### src/rtl/flowram_pkg.sv
package flowram_pkg;
    typedef enum logic [1:0] {
        CYC_DESEL = 2'd0,
        CYC_READ  = 2'd1,
        CYC_WRITE = 2'd2
    } cyc_e;
endpackage

### src/rtl/flowram_ctl.sv
module flowram_ctl
    import flowram_pkg::*;
#(
    parameter int ADDR_W = 6,
    parameter int LANES  = 4
) (
    input  logic              clk,
    input  logic              rst,
    input  logic [ADDR_W-1:0] addr,
    input  logic              gw_n,
    input  logic              bwe_n,
    input  logic [LANES-1:0]  bw_n,
    input  logic              ce_n,
    input  logic              ce2,
    input  logic              ce2_n,
    output logic [LANES-1:0]  lane_we,
    output logic [ADDR_W-1:0] addr_q,
    output logic              rd_en
);
    cyc_e cyc_q;
    cyc_e cyc_d;
    logic sel;

    // chip select needs all three enables active
    assign sel = !ce_n && ce2 && !ce2_n;

    // lane write enables: global write overrides qualified strobes
    always_comb begin
        for (int i = 0; i < LANES; i++) begin
            lane_we[i] = sel && (!gw_n || (!bwe_n && !bw_n[i]));
        end
    end

    // next cycle kind: to_desel / to_write / to_read
    always_comb begin
        if (!sel) begin
            cyc_d = CYC_DESEL;
        end else if (|lane_we) begin
            cyc_d = CYC_WRITE;
        end else begin
            cyc_d = CYC_READ;
        end
    end

    // state register
    always_ff @(posedge clk) begin
        if (rst) begin
            cyc_q  <= CYC_DESEL;
            addr_q <= '0;
        end else begin
            cyc_q  <= cyc_d;
            addr_q <= addr;
        end
    end

    // outputs from state
    always_comb begin
        rd_en = 1'b0;
        unique case (cyc_q)
            CYC_DESEL: rd_en = 1'b0;
            CYC_READ:  rd_en = 1'b1;
            CYC_WRITE: rd_en = 1'b0;
            default:   rd_en = 1'b0;
        endcase
    end
endmodule

### src/rtl/flowram_lane.sv
module flowram_lane #(
    parameter int ADDR_W = 6,
    parameter int LANE_W = 8
) (
    input  logic              clk,
    input  logic              we,
    input  logic [ADDR_W-1:0] waddr,
    input  logic [LANE_W-1:0] wdata,
    input  logic [ADDR_W-1:0] raddr,
    output logic [LANE_W-1:0] rdata
);
    localparam int DEPTH = 1 << ADDR_W;

    logic [LANE_W-1:0] store [DEPTH];

    always_ff @(posedge clk) begin
        if (we) begin
            store[waddr] <= wdata;
        end
    end

    // flow-through read from registered address
    assign rdata = store[raddr];
endmodule

### src/rtl/flowram_out.sv
module flowram_out #(
    parameter int WORD_W = 32
) (
    input  logic              rd_en,
    input  logic              oe_n,
    input  logic [WORD_W-1:0] word,
    output logic [WORD_W-1:0] q,
    output logic              q_oe
);
    assign q_oe = rd_en && !oe_n;
    assign q    = q_oe ? word : '0;
endmodule

### src/rtl/flowthru_byte_ram.sv
module flowthru_byte_ram #(
    parameter int ADDR_W = 6,
    parameter int LANES  = 4,
    parameter int LANE_W = 8
) (
    input  logic                    clk,
    input  logic                    rst,
    input  logic [ADDR_W-1:0]       addr,
    input  logic [LANES*LANE_W-1:0] d,
    input  logic                    gw_n,
    input  logic                    bwe_n,
    input  logic [LANES-1:0]        bw_n,
    input  logic                    ce_n,
    input  logic                    ce2,
    input  logic                    ce2_n,
    input  logic                    oe_n,
    output logic [LANES*LANE_W-1:0] q,
    output logic                    q_oe
);
    localparam int WORD_W = LANES * LANE_W;

    logic [LANES-1:0]  lane_we;
    logic [ADDR_W-1:0] addr_q;
    logic              rd_en;
    logic [WORD_W-1:0] word;

    flowram_ctl #(.ADDR_W(ADDR_W), .LANES(LANES)) u_ctl (
        .clk(clk), .rst(rst), .addr(addr), .gw_n(gw_n), .bwe_n(bwe_n),
        .bw_n(bw_n), .ce_n(ce_n), .ce2(ce2), .ce2_n(ce2_n),
        .lane_we(lane_we), .addr_q(addr_q), .rd_en(rd_en)
    );

    for (genvar g = 0; g < LANES; g++) begin : g_lane
        flowram_lane #(.ADDR_W(ADDR_W), .LANE_W(LANE_W)) u_lane (
            .clk(clk), .we(lane_we[g]), .waddr(addr),
            .wdata(d[g*LANE_W +: LANE_W]), .raddr(addr_q),
            .rdata(word[g*LANE_W +: LANE_W])
        );
    end

    flowram_out #(.WORD_W(WORD_W)) u_out (
        .rd_en(rd_en), .oe_n(oe_n), .word(word), .q(q), .q_oe(q_oe)
    );
endmodule

### config.mk
export PLATFORM = sky130hd
export DESIGN_NAME = flowthru_byte_ram
export DESIGN_NICKNAME = d
export VERILOG_FILES = /design/src/rtl/flowram_pkg.sv /design/src/rtl/flowram_ctl.sv /design/src/rtl/flowram_lane.sv /design/src/rtl/flowram_out.sv /design/src/rtl/flowthru_byte_ram.sv
export SDC_FILE = /design/constraint.sdc
export NUM_CORES = 2
export LEC_CHECK = 0
export BUFFER_PORTS_ARGS = -buffer_cell sky130_fd_sc_hd__clkbuf_2
export CAP_MARGIN = 10
export CORE_MARGIN = 2
export CORE_UTILIZATION = 60
export CTS_BUF_LIST = sky130_fd_sc_hd__clkbuf_8
export DETAILED_ROUTE_END_ITERATION = 8
export PLACE_DENSITY_LB_ADDON = 0.25
export RECOVER_POWER = 100
export SLEW_MARGIN = 20
export SYNTH_ARGS = -nofsm -noshare
export SYNTH_HDL_FRONTEND = slang
export SYNTH_SLANG_ARGS = --single-unit
### constraint.sdc
create_clock -name clk -period 2.6 [get_ports clk]
set_clock_uncertainty 0.05 [all_clocks]
set_input_delay 0.13 -clock clk [delete_from_list [all_inputs] [get_ports clk]]
set_output_delay 0.13 -clock clk [all_outputs]
set_load 0.02 [all_outputs]
---- Word-level counts from Yosys, hierarchy flattened ----
Memory sizes are Yosys's and may differ from the RTL's. A register that Yosys moved wholly into a read port is not among the register bits.
Cells that the tools add are included.
word-level totals
  memories ................................ 4
  bits of input ports ..................... 50
  bits in writable memories ............... 2048
  output and inout bits ................... 33
  memory bits (read-only) ................. 0
  logic and storage cells ................. 48
  register bits ........................... 2
  latch bits .............................. 0
operators by class
  shifts and indexed selects .............. 0
  equality and inequality tests ........... 1
  add/subtract/negate cells ............... 0
  $lt $le $gt $ge ......................... 0
  divide/modulo/power cells ............... 0
  bitwise gates (word level) .............. 1
  reductions and logical operators ........ 26
  muxes and demuxes ....................... 15
  multiply operators ...................... 0
memories
  memory                  words  width  read ports  clocked after memory_dff  wr ports  RTL line            text
  g_lane[0].u_lane.store  64     8      1           1                         1         flowram_lane.sv:14  logic [LANE_W-1:0] store [DEPTH];
  g_lane[1].u_lane.store  64     8      1           1                         1         flowram_lane.sv:14
  g_lane[2].u_lane.store  64     8      1           1                         1         flowram_lane.sv:14
  g_lane[3].u_lane.store  64     8      1           1                         1         flowram_lane.sv:14
operators by type and width
  kind                                                              count
  32-bit two-way mux                                                1
  6-bit two-way mux                                                 4
  1-bit logical AND                                                 11
  1-bit zero test                                                   9
  1-bit two-way mux                                                 9
  1-bit logical OR                                                  4
  4-bit OR reduction                                                1
  2-bit by 1-bit == test with 1-bit output (second input constant)  1
  2-bit two-way mux                                                 1
  2-bit OR reduction                                                1
  1-bit NOT                                                         1

---- Depth between registers and ports, before layout ----
  word-level depth ........................ 6
  mapped depth ............................ 9
  gate-level depth less buffers ........... 5

---- Cells and area by module ----
Synthesis repeated with hierarchy kept, for this count alone.
second synthesis, totals
  cells, all modules ...................... 3795
  area total of the unflattened synthesis .. 80677.4 sq um
by module, submodules not included
  module        area each (sq um)  times used  cells each  sequential area each (sq um)
  flowram_lane  20006.7            4           932         15374.7
  flowram_out   339.1              1           39          0.0
  flowram_ctl   311.5              1           28          160.2

---- Least setup slack after synthesis ----
OpenSTA, ideal clock, no wires.
  path type ............................... register -> output
  from .................................... reg with a tool-made name
  to ...................................... out q[27]
  path buffers ............................ 4
  required time ........................... 2420 ps
  cell stages (with the launch flop) ...... 10
  setup slack ............................. 197 ps
  arrival ................................. 2223 ps
  path through ............................ dfxtp_1 > buf_4 > buf_4 > inv_2 > buf_2 > buf_1 > nand2_1 > a32oi_1 > o211ai_1 > o21ai_0
RTL lines
  item           RTL line                 text
  end, declared  flowthru_byte_ram.sv:17  output logic [LANES*LANE_W-1:0] q,

==> flow_metrics.py <==
metrics = {
    "timing": {
        "rsz0062_at_grt": "yes",
        "slew_violations": 187,
        "setup_violations": 44,
        "fin_crit_ps": 3830,
        "fin_ws_ps": -1230,
        "finalSetupTns_ps": -36000,
        "worstMarginPinSlew_ps": 2683,
        "relSlewSlack_pct": -78.84,
        "hold_viol_final": 0,
        "fmax_mhz": 261.1,
        "hold-worst-slack_ps": 191.5,
        "min_period_over_period_pct": 147.3,
    },
    "placement": {
        "placed_area_um2": 86400,
        "io_buffers": 82,
        "place_inst": 5768,
        "gp_congestion": 0.8828,
        "dp_hpwl_um": 131500,
    },
    "floorplan": {
        "rows": 133,
        "core_um2": 131800,
        "dieWidth_um": 368.6,
        "die_h_um": 368.6,
        "pin_count": 83,
        "start_util_pct": 60.53,
        "die_area_um2": 135900,
    },
    "setup_path": {
        "worstSetupStartpointType": "register",
        "path_cells": "buf_12, buf_12, buf_16, mux4_2, mux4_2, nand2_2, o211ai_1, buf_4",
        "cp_num_buf_inv": 4,
        "cp_slowest_cell": "mux4_2",
        "cp_top_family": "multiplexers",
        "cp.required_ps": 2420,
        "critical_path.max_stage_delay_ps": 540,
        "arrival_ps": 3650,
        "path_max_fanout": 8,
        "critPathKind": "reg2out",
        "endpoint_kind": "primary output",
    },
    "route": {
        "vias": 42762,
        "wire_per_inst_um": 32.94,
        "drtPass1Iterations": 9,
        "drc": 119,
        "drtIter0Drc": 6341,
        "ant_nets": 0,
        "wirelength_um": 215600,
        "vias_per_cell": 6.534,
    },
    "synth": {
        "ys_seq_area_share_pct": 77.29,
        "ys_ff_latch": 2056,
        "syn_inst": 3552,
        "synth_area_leaders": "edfxtp_1 77%, mux4_2 16%, mux2i_1 1.5%, nor2_1 1.4%, nand2_1 0.56%",
        "ys.flop_type": "edfxtp_1",
        "netlist.area_leader.share_pct": 77.09,
        "synth_top_area_cell": "edfxtp_1",
        "syn-num-nets": 3602,
        "avgSynthCellArea_um2": 22.46,
        "yosysWarnings": 0,
        "synth_enable_flop_cells": 2048,
        "synth_cell_types": 46,
        "async_reset_ff_share_pct": 0,
        "synth_area_um2": 79770,
    },
    "power_and_ir_drop": {
        "finalPower_uw": 65280,
        "leakagePower_uw": 0.03119,
        "vdd_drop_max_v": 0.0006251,
        "p_per_area_nw_per_um2": 687.5,
    },
    "grt": {
        "grt_pass1_wl_um": 297400,
        "grt_antenna_before_repair": 16,
        "grt_pass1_vias": 41998,
        "grt_max_degree": 66,
        "use_met2_pct": 47.50,
        "grt_use_total_pct": 31.27,
        "grt_busiest_layer": "met2",
        "gr-usage-met1_pct": 42.54,
        "met3_usage_pct": 9.233,
        "grt-ovfl-total": 0,
    },
    "clock_tree": {
        "htree_levels": 5,
        "cts_root_buf": "clkbuf_8",
        "clk_path_buf_depth": 4,
        "tritoncts": "done",
        "path_clk_slew_ps": 60,
        "numCtsBuffers": 331,
        "clock-sinks": 2056,
    },
    "finish": {
        "drive_gt1_share_pct": 38.94,
        "area_growth_pct": 19.04,
        "final_nets": 4587,
        "num-fill-cells": 7551,
        "stdcell_count": 6545,
        "fin_area_um2": 94960,
    },
    "outcome": {
        "status": "complete, but fails checks",
        "violations": "design-rule violations, max-capacitance violations, max-slew violations, negative setup slack",
    },
    "worst_hold_path": {
        "min_path_type": "in2reg",
    },
    "job": {
        "cap_violations": 4,
    },
}
-- per-layer routing --
metal | wire, µm | up-vias
met3 | 27620 | 550
met5 | 364 | -
met2 | 102400 | 3122
met1 | 75310 | 22104
met4 | 9939 | 16
li1 | - | 16970
-- logic make-up (layout without fill, tap and decap cells) --
family / Yosys count / after routing / synth area share (%)
flops: 2056 / 2056 / 77.29
simple gates: 463 / 463 / 2.370
buf+inv: 199 / 1423 / 1.317
other cells: 0 / 14 / 0
mux: 714 / 714 / 18.01
compound gates: 120 / 120 / 1.007
-- layout by cell type (no fill, tap or decap), types with 21 or more instances in the layout --
master,netlist,layout
edfxtp_1,2048,2048
mux4_2,575,575
clkbuf_8,0,339
buf_4,41,312
nor2_1,288,278
clkbuf_2,0,156
nand2_1,118,105
inv_1,0,101
mux2i_1,116,89
clkinv_1,1,82
buf_2,48,71
dlygate4sd3_1,0,60
buf_12,0,57
clkbuf_4,0,52
buf_6,12,49
clkinv_2,0,40
clkbuf_1,66,40
buf_16,0,21
-- where the power goes --
group	leakage, µW	internal (µW)	total, µW	switching [µW]
Sequential	0.0185	36500	36600	32.4
Clock	0.00332	12400	24800	12300
Combinational	0.00940	1800	3950	2150
Total	0.0312	50800	65300	14500
-- state kept, by name (all words and copies together), names as in the netlist, named ones only --
register / count
g_lane.u_lane.store: 2048
u_ctl.cyc_q: 2
-- through the flow --
stage	setup WS, ps	util (%)
after floorplan	197.5	-
after global routing	-1239	72.03
after CTS	-1264	70.85
after detailed placement	-416.4	65.56
final	-1230	72.05
after global placement	-402.2	65.56
-- cell usage after synthesis (all sizes together), types with 2 or more instances --
master	number
clkbuf	66
nor2	288
nor2b	10
nand4	3
a221oi	4
inv	2
o22ai	12
edfxtp	2048
or2	2
o211ai	16
a22oi	23
and3b	3
mux2i	116
a21oi	21
a211oi	9
nand2b	6
o21ai	17
mux2	23
and3	3
a32oi	2
dfxtp	8
o221ai	2
and2	6
a31oi	7
nor3	5
nand3	7
mux4	575
nand2	118
buf	130
nor3b	9
-- repair_timing --
action,CTS,global route
setup buffers,27,83
hold buffers,61,0
cloned,4,20
resized for setup,48,264
pin swaps,4,45
endpoints found under the setup margin,32,40
endpoints found under the hold margin,2233,0
-- final timing paths --
check                 startpoint                             to  slack, ps  cells after the start
worst max-delay path    register                          q[14]      -1230                      8
worst min-delay path       d[11]  g_lane[1].u_lane.store[40][3]        190                      2
-- layout make-up --
class | instances | area (µm²) | share of cell area (%)
diodes | 14 | 35.03 | 0.03689
clock buffers | 339 | 4666 | 4.913
clock inverters | 233 | 1052 | 1.108
inverters | 3 | 18.77 | 0.01976
multi-input cells | 1297 | 17750 | 18.69
flip-flops and latches | 2056 | 61670 | 64.95
well taps | 1755 | 2196 | 2.312
repair buffers | 848 | 7566 | 7.968
Note: power is estimated with default switching activity, not from simulation.
